File: config.mk
export PLATFORM = sky130hd
export DESIGN_NAME = uart_baud_split
export DESIGN_NICKNAME = d
export VERILOG_FILES = /design/src/rtl/uart_baud_pkg.sv /design/src/rtl/baud_cfg_reg.sv /design/src/rtl/baud_prescaler.sv /design/src/rtl/baud_pow2_div.sv /design/src/rtl/baud_os_div.sv /design/src/rtl/uart_baud_split.sv
export SDC_FILE = /design/constraint.sdc
export NUM_CORES = 1
export LEC_CHECK = 0
export ABC_AREA = 1
export CORE_UTILIZATION = 48
export CTS_BUF_LIST = sky130_fd_sc_hd__clkbuf_16
export DETAILED_ROUTE_END_ITERATION = 16
export HOLD_SLACK_MARGIN = 0.12
export PLACE_DENSITY = 0.68
export SETUP_SLACK_MARGIN = 0.15
export SLEW_MARGIN = 20
export SYNTH_ARGS = -nofsm -noshare
export SYNTH_HDL_FRONTEND = slang
export SYNTH_SLANG_ARGS = --single-unit
File: constraint.sdc
create_clock -name clk -period 2.3 [get_ports clk]
set_clock_uncertainty 0.05 [all_clocks]
set_input_delay 0.345 -clock clk [delete_from_list [all_inputs] [get_ports clk]]
set_output_delay 0.345 -clock clk [all_outputs]
set_load 0.05 [all_outputs]
File: src/rtl/uart_baud_pkg.sv
// Shared constants and the prescaler code map for the split baud generator.
// Assumes a 2-bit prescaler code; the divisor set is fixed by design.
package uart_baud_pkg;
    localparam int PRE_CODE_W = 2;
    localparam int PRE_CNT_W  = 4;

    // Map a prescaler code onto its divisor (1, 3, 4, 13).
    function automatic logic [PRE_CNT_W-1:0] pre_divisor(input logic [PRE_CODE_W-1:0] code);
        logic [PRE_CNT_W-1:0] div;
        case (code)
            2'd0:    div = 4'd1;
            2'd1:    div = 4'd3;
            2'd2:    div = 4'd4;
            default: div = 4'd13;
        endcase
        return div;
    endfunction
endpackage

File: src/rtl/baud_cfg_reg.sv
// Rate configuration holding register.
// Accepts a write only when the lock input is low; assumes lock is high
// whenever any consumer of the rate codes is running.
module baud_cfg_reg #(
    parameter int WIDTH = 8
) (
    input  logic             clk,
    input  logic             rst_n,
    input  logic             wr,
    input  logic             lock,
    input  logic [WIDTH-1:0] wdata,
    output logic [WIDTH-1:0] cfg_q
);
    // Capture write data when unlocked; clear on reset.
    always_ff @(posedge clk) begin
        if (!rst_n) begin
            cfg_q <= '0;
        end else if (wr && !lock) begin
            cfg_q <= wdata;
        end
    end
endmodule

File: src/rtl/baud_prescaler.sv
// Shared front prescaler: emits a one-cycle pulse every N cycles, N in
// {1,3,4,13}. Counter held at zero while run is low.
// Assumes the code does not change while run is high.
module baud_prescaler
    import uart_baud_pkg::*;
(
    input  logic                  clk,
    input  logic                  rst_n,
    input  logic                  run,
    input  logic [PRE_CODE_W-1:0] code,
    output logic                  tick
);
    logic [PRE_CNT_W-1:0] cnt;
    logic [PRE_CNT_W-1:0] last;

    // Terminal count for the selected divisor.
    always_comb begin
        last = pre_divisor(code) - 4'd1;
        tick = run && (cnt == last);
    end

    // Advance the prescale counter, wrapping at the terminal count.
    always_ff @(posedge clk) begin
        if (!rst_n || !run) begin
            cnt <= '0;
        end else if (tick) begin
            cnt <= '0;
        end else begin
            cnt <= cnt + 1'b1;
        end
    end
endmodule

File: src/rtl/baud_pow2_div.sv
// Per-direction power-of-two divider on a pulse stream: passes one of
// every 2^code input pulses. Cleared while en is low.
// Assumes code is stable while en is high.
module baud_pow2_div #(
    parameter int CODE_W = 3,
    localparam int CNT_W = (1 << CODE_W) - 1
) (
    input  logic              clk,
    input  logic              rst_n,
    input  logic              en,
    input  logic              in_tick,
    input  logic [CODE_W-1:0] code,
    output logic              out_tick
);
    logic [CNT_W-1:0] cnt;
    logic [CNT_W-1:0] mask;

    // Build the low-bit mask 2^code - 1.
    always_comb begin
        for (int i = 0; i < CNT_W; i++) begin
            mask[i] = (i < int'(code));
        end
        out_tick = en && in_tick && (cnt == mask);
    end

    // Count input pulses, restarting after each output pulse.
    always_ff @(posedge clk) begin
        if (!rst_n || !en) begin
            cnt <= '0;
        end else if (in_tick) begin
            cnt <= out_tick ? '0 : cnt + 1'b1;
        end
    end
endmodule

File: src/rtl/baud_os_div.sv
// Fixed oversample divider: one output pulse per FACTOR input pulses,
// coincident with the last input pulse. Cleared while en is low.
module baud_os_div #(
    parameter int FACTOR = 16,
    localparam int CNT_W = (FACTOR > 1) ? $clog2(FACTOR) : 1
) (
    input  logic clk,
    input  logic rst_n,
    input  logic en,
    input  logic in_tick,
    output logic out_tick
);
    logic [CNT_W-1:0] cnt;

    // Terminal pulse on the last oversample of a bit.
    assign out_tick = en && in_tick && (cnt == CNT_W'(FACTOR - 1));

    // Count oversample pulses within the current bit.
    always_ff @(posedge clk) begin
        if (!rst_n || !en) begin
            cnt <= '0;
        end else if (in_tick) begin
            cnt <= out_tick ? '0 : cnt + 1'b1;
        end
    end
endmodule

File: src/rtl/uart_baud_split.sv
// Top of the split baud generator. One shared prescaler drives two
// independent chains (index 0 = transmit, 1 = receive), each a
// power-of-two divider followed by a divide-by-OS_FACTOR stage.
// Assumes the enables are driven synchronously to clk.
module uart_baud_split
    import uart_baud_pkg::*;
#(
    parameter int DIV_CODE_W = 3,
    parameter int OS_FACTOR  = 16,
    localparam int CFG_W     = PRE_CODE_W + 2 * DIV_CODE_W
) (
    input  logic             clk,
    input  logic             rst_n,
    input  logic             tx_en,
    input  logic             rx_en,
    input  logic             cfg_wr,
    input  logic [CFG_W-1:0] cfg_data,
    output logic             tx_os_tick,
    output logic             tx_bit_tick,
    output logic             rx_os_tick,
    output logic             rx_bit_tick
);
    localparam int NUM_DIR = 2;

    logic [CFG_W-1:0]      cfg_q;
    logic                  any_en;
    logic                  pre_tick;
    logic [NUM_DIR-1:0]    dir_en;
    logic [DIV_CODE_W-1:0] dir_code [NUM_DIR];
    logic [NUM_DIR-1:0]    os_tick;
    logic [NUM_DIR-1:0]    bit_tick;

    // Lock and run condition shared by both directions.
    assign any_en = tx_en || rx_en;
    assign dir_en = {rx_en, tx_en};

    baud_cfg_reg #(.WIDTH(CFG_W)) u_cfg (
        .clk   (clk),
        .rst_n (rst_n),
        .wr    (cfg_wr),
        .lock  (any_en),
        .wdata (cfg_data),
        .cfg_q (cfg_q)
    );

    baud_prescaler u_pre (
        .clk   (clk),
        .rst_n (rst_n),
        .run   (any_en),
        .code  (cfg_q[PRE_CODE_W-1:0]),
        .tick  (pre_tick)
    );

    // One divider chain per direction.
    for (genvar d = 0; d < NUM_DIR; d++) begin : g_dir
        logic mid_tick;

        assign dir_code[d] = cfg_q[PRE_CODE_W + d*DIV_CODE_W +: DIV_CODE_W];

        baud_pow2_div #(.CODE_W(DIV_CODE_W)) u_p2 (
            .clk      (clk),
            .rst_n    (rst_n),
            .en       (dir_en[d]),
            .in_tick  (pre_tick),
            .code     (dir_code[d]),
            .out_tick (mid_tick)
        );

        baud_os_div #(.FACTOR(OS_FACTOR)) u_os (
            .clk      (clk),
            .rst_n    (rst_n),
            .en       (dir_en[d]),
            .in_tick  (mid_tick),
            .out_tick (bit_tick[d])
        );

        assign os_tick[d] = mid_tick;
    end

    // Map chain outputs onto named ports.
    assign tx_os_tick  = os_tick[0];
    assign tx_bit_tick = bit_tick[0];
    assign rx_os_tick  = os_tick[1];
    assign rx_bit_tick = bit_tick[1];
endmodule

### Yosys cells after proc, flatten, opt, wreduce, memory -nomap -nowiden

Cells that the tools add are included.

| storage, ports and cells | value |
|---|---|
| bits in registers | 34 |
| input port bits | 13 |
| output and inout port bits | 4 |
| logic and storage cells | 58 |

| cells by class | value |
|---|---|
| add/sub/neg operators | 6 |
| magnitude comparators | 14 |
| eq/ne operators | 7 |
| multiplexer cells | 5 |
| reduce and logical (&&, ||, !) cells | 20 |

Operators by type and width:

| kind | count |
|---|---|
| $lt A3 B3 Y1 const A | 6 |
| $add A7 B1 Y7 const B | 2 |
| $eq A7 B7 Y1 | 2 |
| $mux W7 | 2 |
| $add A4 B1 Y4 const B | 3 |
| $lt A1 B3 Y1 const A | 4 |
| $lt A2 B3 Y1 const A | 4 |
| $pmux W4 S3 | 1 |
| $logic_and A1 B1 Y1 | 10 |
| $eq A4 B4 Y1 const B | 2 |
| $mux W4 | 2 |
| $eq A4 B4 Y1 | 1 |
| $logic_not A1 Y1 | 4 |
| $logic_or A1 B1 Y1 | 4 |
| $sub A4 B1 Y4 const B | 1 |
| $eq A2 B1 Y1 const B | 1 |
| $eq A2 B2 Y1 const B | 1 |
| $logic_not A2 Y1 | 1 |
| $reduce_or A2 Y1 | 1 |

### Depth between registers and ports, before layout

| logic depth | value |
|---|---|
| word-level depth | 10 |
| depth in mapped cells | 12 |
| mapped depth without buffers | 12 |

### Cells and area by module

A second synthesis with hierarchy kept.

| unflattened totals | value |
|---|---|
| cell total of the unflattened synthesis | 296 |
| area total of the unflattened synthesis | 1983.2 sq um |

Modules (own cells, without submodules):

| module | times used | cells an instance | area each (sq um) | seq. area each (sq um) |
|---|---|---|---|---|
| baud_pow2_div | 2 | 79 | 501.7 | 140.1 |
| baud_os_div | 2 | 25 | 187.7 | 80.1 |
| baud_cfg_reg | 1 | 53 | 355.3 | 160.2 |
| baud_prescaler | 1 | 32 | 237.7 | 80.1 |
| uart_baud_split | 1 | 3 | 11.3 | 0.0 |

### Worst setup path after synthesis

OpenSTA, ideal clock, no wires.

| timing | value |
|---|---|
| path type | register to output |
| start point | register u_cfg.cfg_q[0] |
| end point | output port rx_bit_tick |
| arrival | 2.370 ns |
| required time | 1.905 ns |
| setup slack | -0.465 ns |
| cell stages (with the launch flop) | 9 |
| path buffers | 1 |
| path through | dfxtp_1 > inv_1 > ha_1 > xor2_2 > nand3_4 > buf_6 > nor2_4 > nand2_2 > nor3_1 |

| on the way | value |
|---|---|
| word-level cells in the longest chain between the ends | 9 |
| elaborated cells between the ends (all ways) | 11 |
| classes of those cells | add/sub: 1; eq/ne: 3; mux: 1; reduce/logical: 6 |

Ends and longest elaborated chain:

| item | RTL line | text |
|---|---|---|
| start, declared | baud_cfg_reg.sv:12 | `output logic [WIDTH-1:0] cfg_q` |
| start signal, assigned | baud_cfg_reg.sv:19 | `cfg_q <= wdata;` |
| $eq A2 B2 Y1, or another cell as far along | uart_baud_pkg.sv:10 | `case (code)` |
| $pmux W4 S3 (*) | uart_baud_pkg.sv:10 |  |
| $sub A4 B1 Y4 (*) | baud_prescaler.sv:18 | `last = pre_divisor(code) - 4'd1;` |
| $eq A4 B4 Y1 (*) | baud_prescaler.sv:19 | `tick = run && (cnt == last);` |
| $logic_and A1 B1 Y1 (*) | baud_prescaler.sv:19 |  |
| $logic_and A1 B1 Y1 (*) (2 in series) | baud_pow2_div.sv:23 | `out_tick = en && in_tick && (cnt == mask);` |
| $logic_and A1 B1 Y1 (*) (2 in series) | baud_os_div.sv:16 | `assign out_tick = en && in_tick && (cnt == CNT_W'(FACTOR - 1));` |
| end, declared | uart_baud_split.sv:21 | `output logic rx_bit_tick` |

Mark *: on every way between the ends. The rest lies on a longest branch, timed or not.

### Worst setup path in the final report

| timing | value |
|---|---|
| start point | register u_cfg.cfg_q[0] |
| end point | output port tx_bit_tick |

| on the way | value |
|---|---|
| word-level cells in the longest chain between the ends | 9 |
| elaborated cells between the ends (all ways) | 11 |
| classes of those cells | add/sub: 1; eq/ne: 3; mux: 1; reduce/logical: 6 |

Ends and longest elaborated chain:

| item | RTL line | text |
|---|---|---|
| $eq A2 B2 Y1, or another cell as far along | uart_baud_pkg.sv:10 |  |
| $pmux W4 S3 (*) | uart_baud_pkg.sv:10 |  |
| $sub A4 B1 Y4 (*) | baud_prescaler.sv:18 |  |
| $eq A4 B4 Y1 (*) | baud_prescaler.sv:19 |  |
| $logic_and A1 B1 Y1 (*) | baud_prescaler.sv:19 |  |
| $logic_and A1 B1 Y1 (*) (2 in series) | baud_pow2_div.sv:23 |  |
| $logic_and A1 B1 Y1 (*) (2 in series) | baud_os_div.sv:16 |  |
| end, declared | uart_baud_split.sv:19 | `output logic tx_bit_tick,` |

Marked as above.

==> flow_summary.yaml <==
cts:
  cts_tree: "yes"
  cts_buffers: 5
  insertion_delay_ns: 0.27
  cts_hold_buf: 0
  cts_buffer_depth: 2
  cts_max_level: 2
  root_buffer: "clkbuf_16"
  clk_pin_slew_ns: 0.05
  clock-sinks: 34
hold_path:
  hold_path.class: "flip-flop to flip-flop"
synthesis:
  synth.net_count: 341
  ys.flop_type: "dfxtp_1"
  synth_edf_count: 0
  synth_area_um2: 2178
  ys_types: 26
  yosysWarningCount: 0
  seq_area_frac_synth: 0.3125
  ys_seq_elements: 34
  synthCells: 321
  ys_async_sr_fraction: 0
  avgSynthCellArea_um2: 6.786
timing:
  slew_headroom: 0.7323
  tightest_slew_ns: 0.4006
  rsz0062_at_grt: "true"
  hold_viol: 0
  setup_violations: 0
  min_period_over_period: 0.9513
  finalCriticalPeriod_ns: 2.188
  max_clock_freq_mhz: 457.1
  drv_slew: 0
  setup_ws_ns: 0.1121
floorplan:
  core.rowCount: 24
  die_w_um: 69.37
  core_um2: 4354
  dieHeight_um: 69.37
  io_pins: 17
  dieArea_um2: 4812
  start_util: 0.5003
power_and_ir_drop:
  pwr-share-seq: 0.380
  power.share.combinational: 0.241
  peakVddDrop_mv: 0.3869
  p_sw_frac: 0.3045
  powerDensity_nw_per_um2: 615.1
  p_leak_nw: 1.211
  power_switching_mw: 0.5080
  internal-power_mw: 1.160
  p_clk_frac: 0.380
setup_path:
  crit_required_ns: 1.90
  critPathBufInv: 2
  start_kind: "flip-flop"
  slowest_stage: "dfxtp_2"
  cp-end-kind: "output port"
  worstSetupPathType: "flip-flop to output port"
  path_cells: "inv_2 -> ha_4 -> xor2_4 -> nand3_4 -> nor2_4 -> nand3_4 -> nor3_4 -> buf_12"
  critical_path_arrival_ns: 1.79
  cpLargestDelayFamily: "simple AND/OR/NAND/NOR gates"
  cp_common_cell: "nand3_4"
  cp_max_fo: 3
  cpPeakStageDelay_ns: 0.33
final_layout:
  fin_nets: 371
  area_growth_syn_to_layout_pct: 24.53
  fin_util: 0.6230
  final_cell_area_um2: 2713
  drive_gt1_frac: 0.2131
  antenna_cells: 0
routing:
  drt_iter0_markers: 85
  drtPass1Iterations: 4
  vias: 1995
  viasPerCell: 4.938
  drc: 0
  postRouteAntennaNets: 0
  routedWlPerCell_um: 11.20
  wl_um: 4524
placement:
  io_buffer_count: 16
  place_area_um2: 2474
  hpwl_um: 3309
  globalplace.congestion: 0.8194
  post-place-ws_ns: 0.04656
run:
  maxCapViolCount: 0
global_route:
  grt_usage: 0.2018
  globalRouteOverflowTotal: 0
  grt_pass1_vias: 1859
  grt_antenna_before_repair: 0
  grt_max_degree: 16
  grt_first_pass_wirelength_um: 7948
outcome:
  status: "finished clean"
==> cell usage after synthesis (5+ instances only) <==
cell | count | area [µm²]
nand4_1 | 7 | 43.79
o21ai_0 | 9 | 45.04
xor2_1 | 5 | 43.79
dfxtp_1 | 34 | 680.7
nand3_1 | 30 | 150.1
nor2_4 | 10 | 112.6
nand2_1 | 85 | 319.1
nand2_2 | 12 | 75.07
a21oi_1 | 10 | 50.05
nor2_2 | 6 | 37.54
inv_1 | 39 | 146.4
ha_1 | 7 | 87.58
nor2_1 | 33 | 123.9
o21ai_1 | 6 | 30.03
==> layer usage <==
metal,up-vias,global-route usage,wire length (µm),share of wire
li1,1071,-,-,-
met1,892,0.2498,2167,0.48
met3,6,0.04360,112,0.025
met5,-,0,0,0
met2,26,0.3452,2196,0.49
met4,0,0.06803,48,0.011
==> registers in the layout, indices dropped and copies added (netlist names) <==
name,flops
g_dir.u_os.cnt,8
u_cfg.cfg_q,8
u_pre.cnt,4
g_dir.u_p2.cnt,14
==> through the flow <==
stage	power, mW	hold slack [ns]	TNS, ns	cells
6_report	1.668	0.4358	0	404
5_1_grt	1.754	0.4520	-0.002662	404
4_1_cts	1.664	0.4329	0	401
3_5_place_dp	1.002	0.4209	0	390
3_3_place_gp	0.9974	0.4174	0	390
2_1_floorplan	0.9107	0.3901	0	321
==> layout make-up <==
cell class | instances | area (µm²)
Timing Repair Buffer | 27 | 287.8
Fill cell | 395 | 1642
Clock buffer | 5 | 125.1
Tap cell | 52 | 65.06
Inverter | 45 | 176.4
Multi-Input combinational cell | 238 | 1363
Clock inverter | 3 | 12.51
Sequential cell | 34 | 683.2
==> cell families after synthesis <==
group | share of synthesized area
AO/OA/AOI/OAI | 0.07352
XOR/XNOR | 0.03159
adder cells (fa/ha/maj) | 0.04020
buffers and inverters | 0.09133
flip-flops | 0.3125
AND/OR/NAND/NOR | 0.4509
==> cell usage in the layout, fill, tap and decap left out, types with 7 or more instances in the layout <==
| master | instances |
|---|---|
| nand2_1 | 85 |
| inv_1 | 39 |
| nor2_1 | 33 |
| dfxtp_1 | 32 |
| nand3_1 | 30 |
| nand2_2 | 10 |
| nor2_4 | 10 |
| a21oi_1 | 10 |
| clkdlybuf4s50_1 | 10 |
| o21ai_0 | 9 |
| buf_4 | 9 |
| nand4_1 | 7 |
==> worst paths after layout <==
path	slack, ns	cells past startpoint	from	to
max	0.11	8	u_cfg.cfg_q[0]	tx_bit_tick
min	0.44	1	u_pre.cnt[0]	u_pre.cnt[0]
max reg2reg	0.46	10	u_cfg.cfg_q[0]	g_dir[1].u_p2.cnt[5]
min reg2reg	0.44	1	u_pre.cnt[0]	u_pre.cnt[0]
==> power by group through the flow <==
stage | combinational (mW) | clock (mW) | sequential (mW)
finish | 0.401 | 0.634 | 0.634
global route | 0.440 | 0.677 | 0.637
CTS | 0.384 | 0.647 | 0.633
detailed placement | 0.358 | 0 | 0.644
global placement | 0.353 | 0 | 0.644
floorplan | 0.272 | 0 | 0.639
==> what timing repair did <==
action | 4_1_cts | 5_1_grt
pin swaps | 8 | 8
endpoints found under the setup margin | 4 | 4
resized for setup | 11 | 5
buffers inserted | 3 | 3
(Power assumes the default switching activity.)
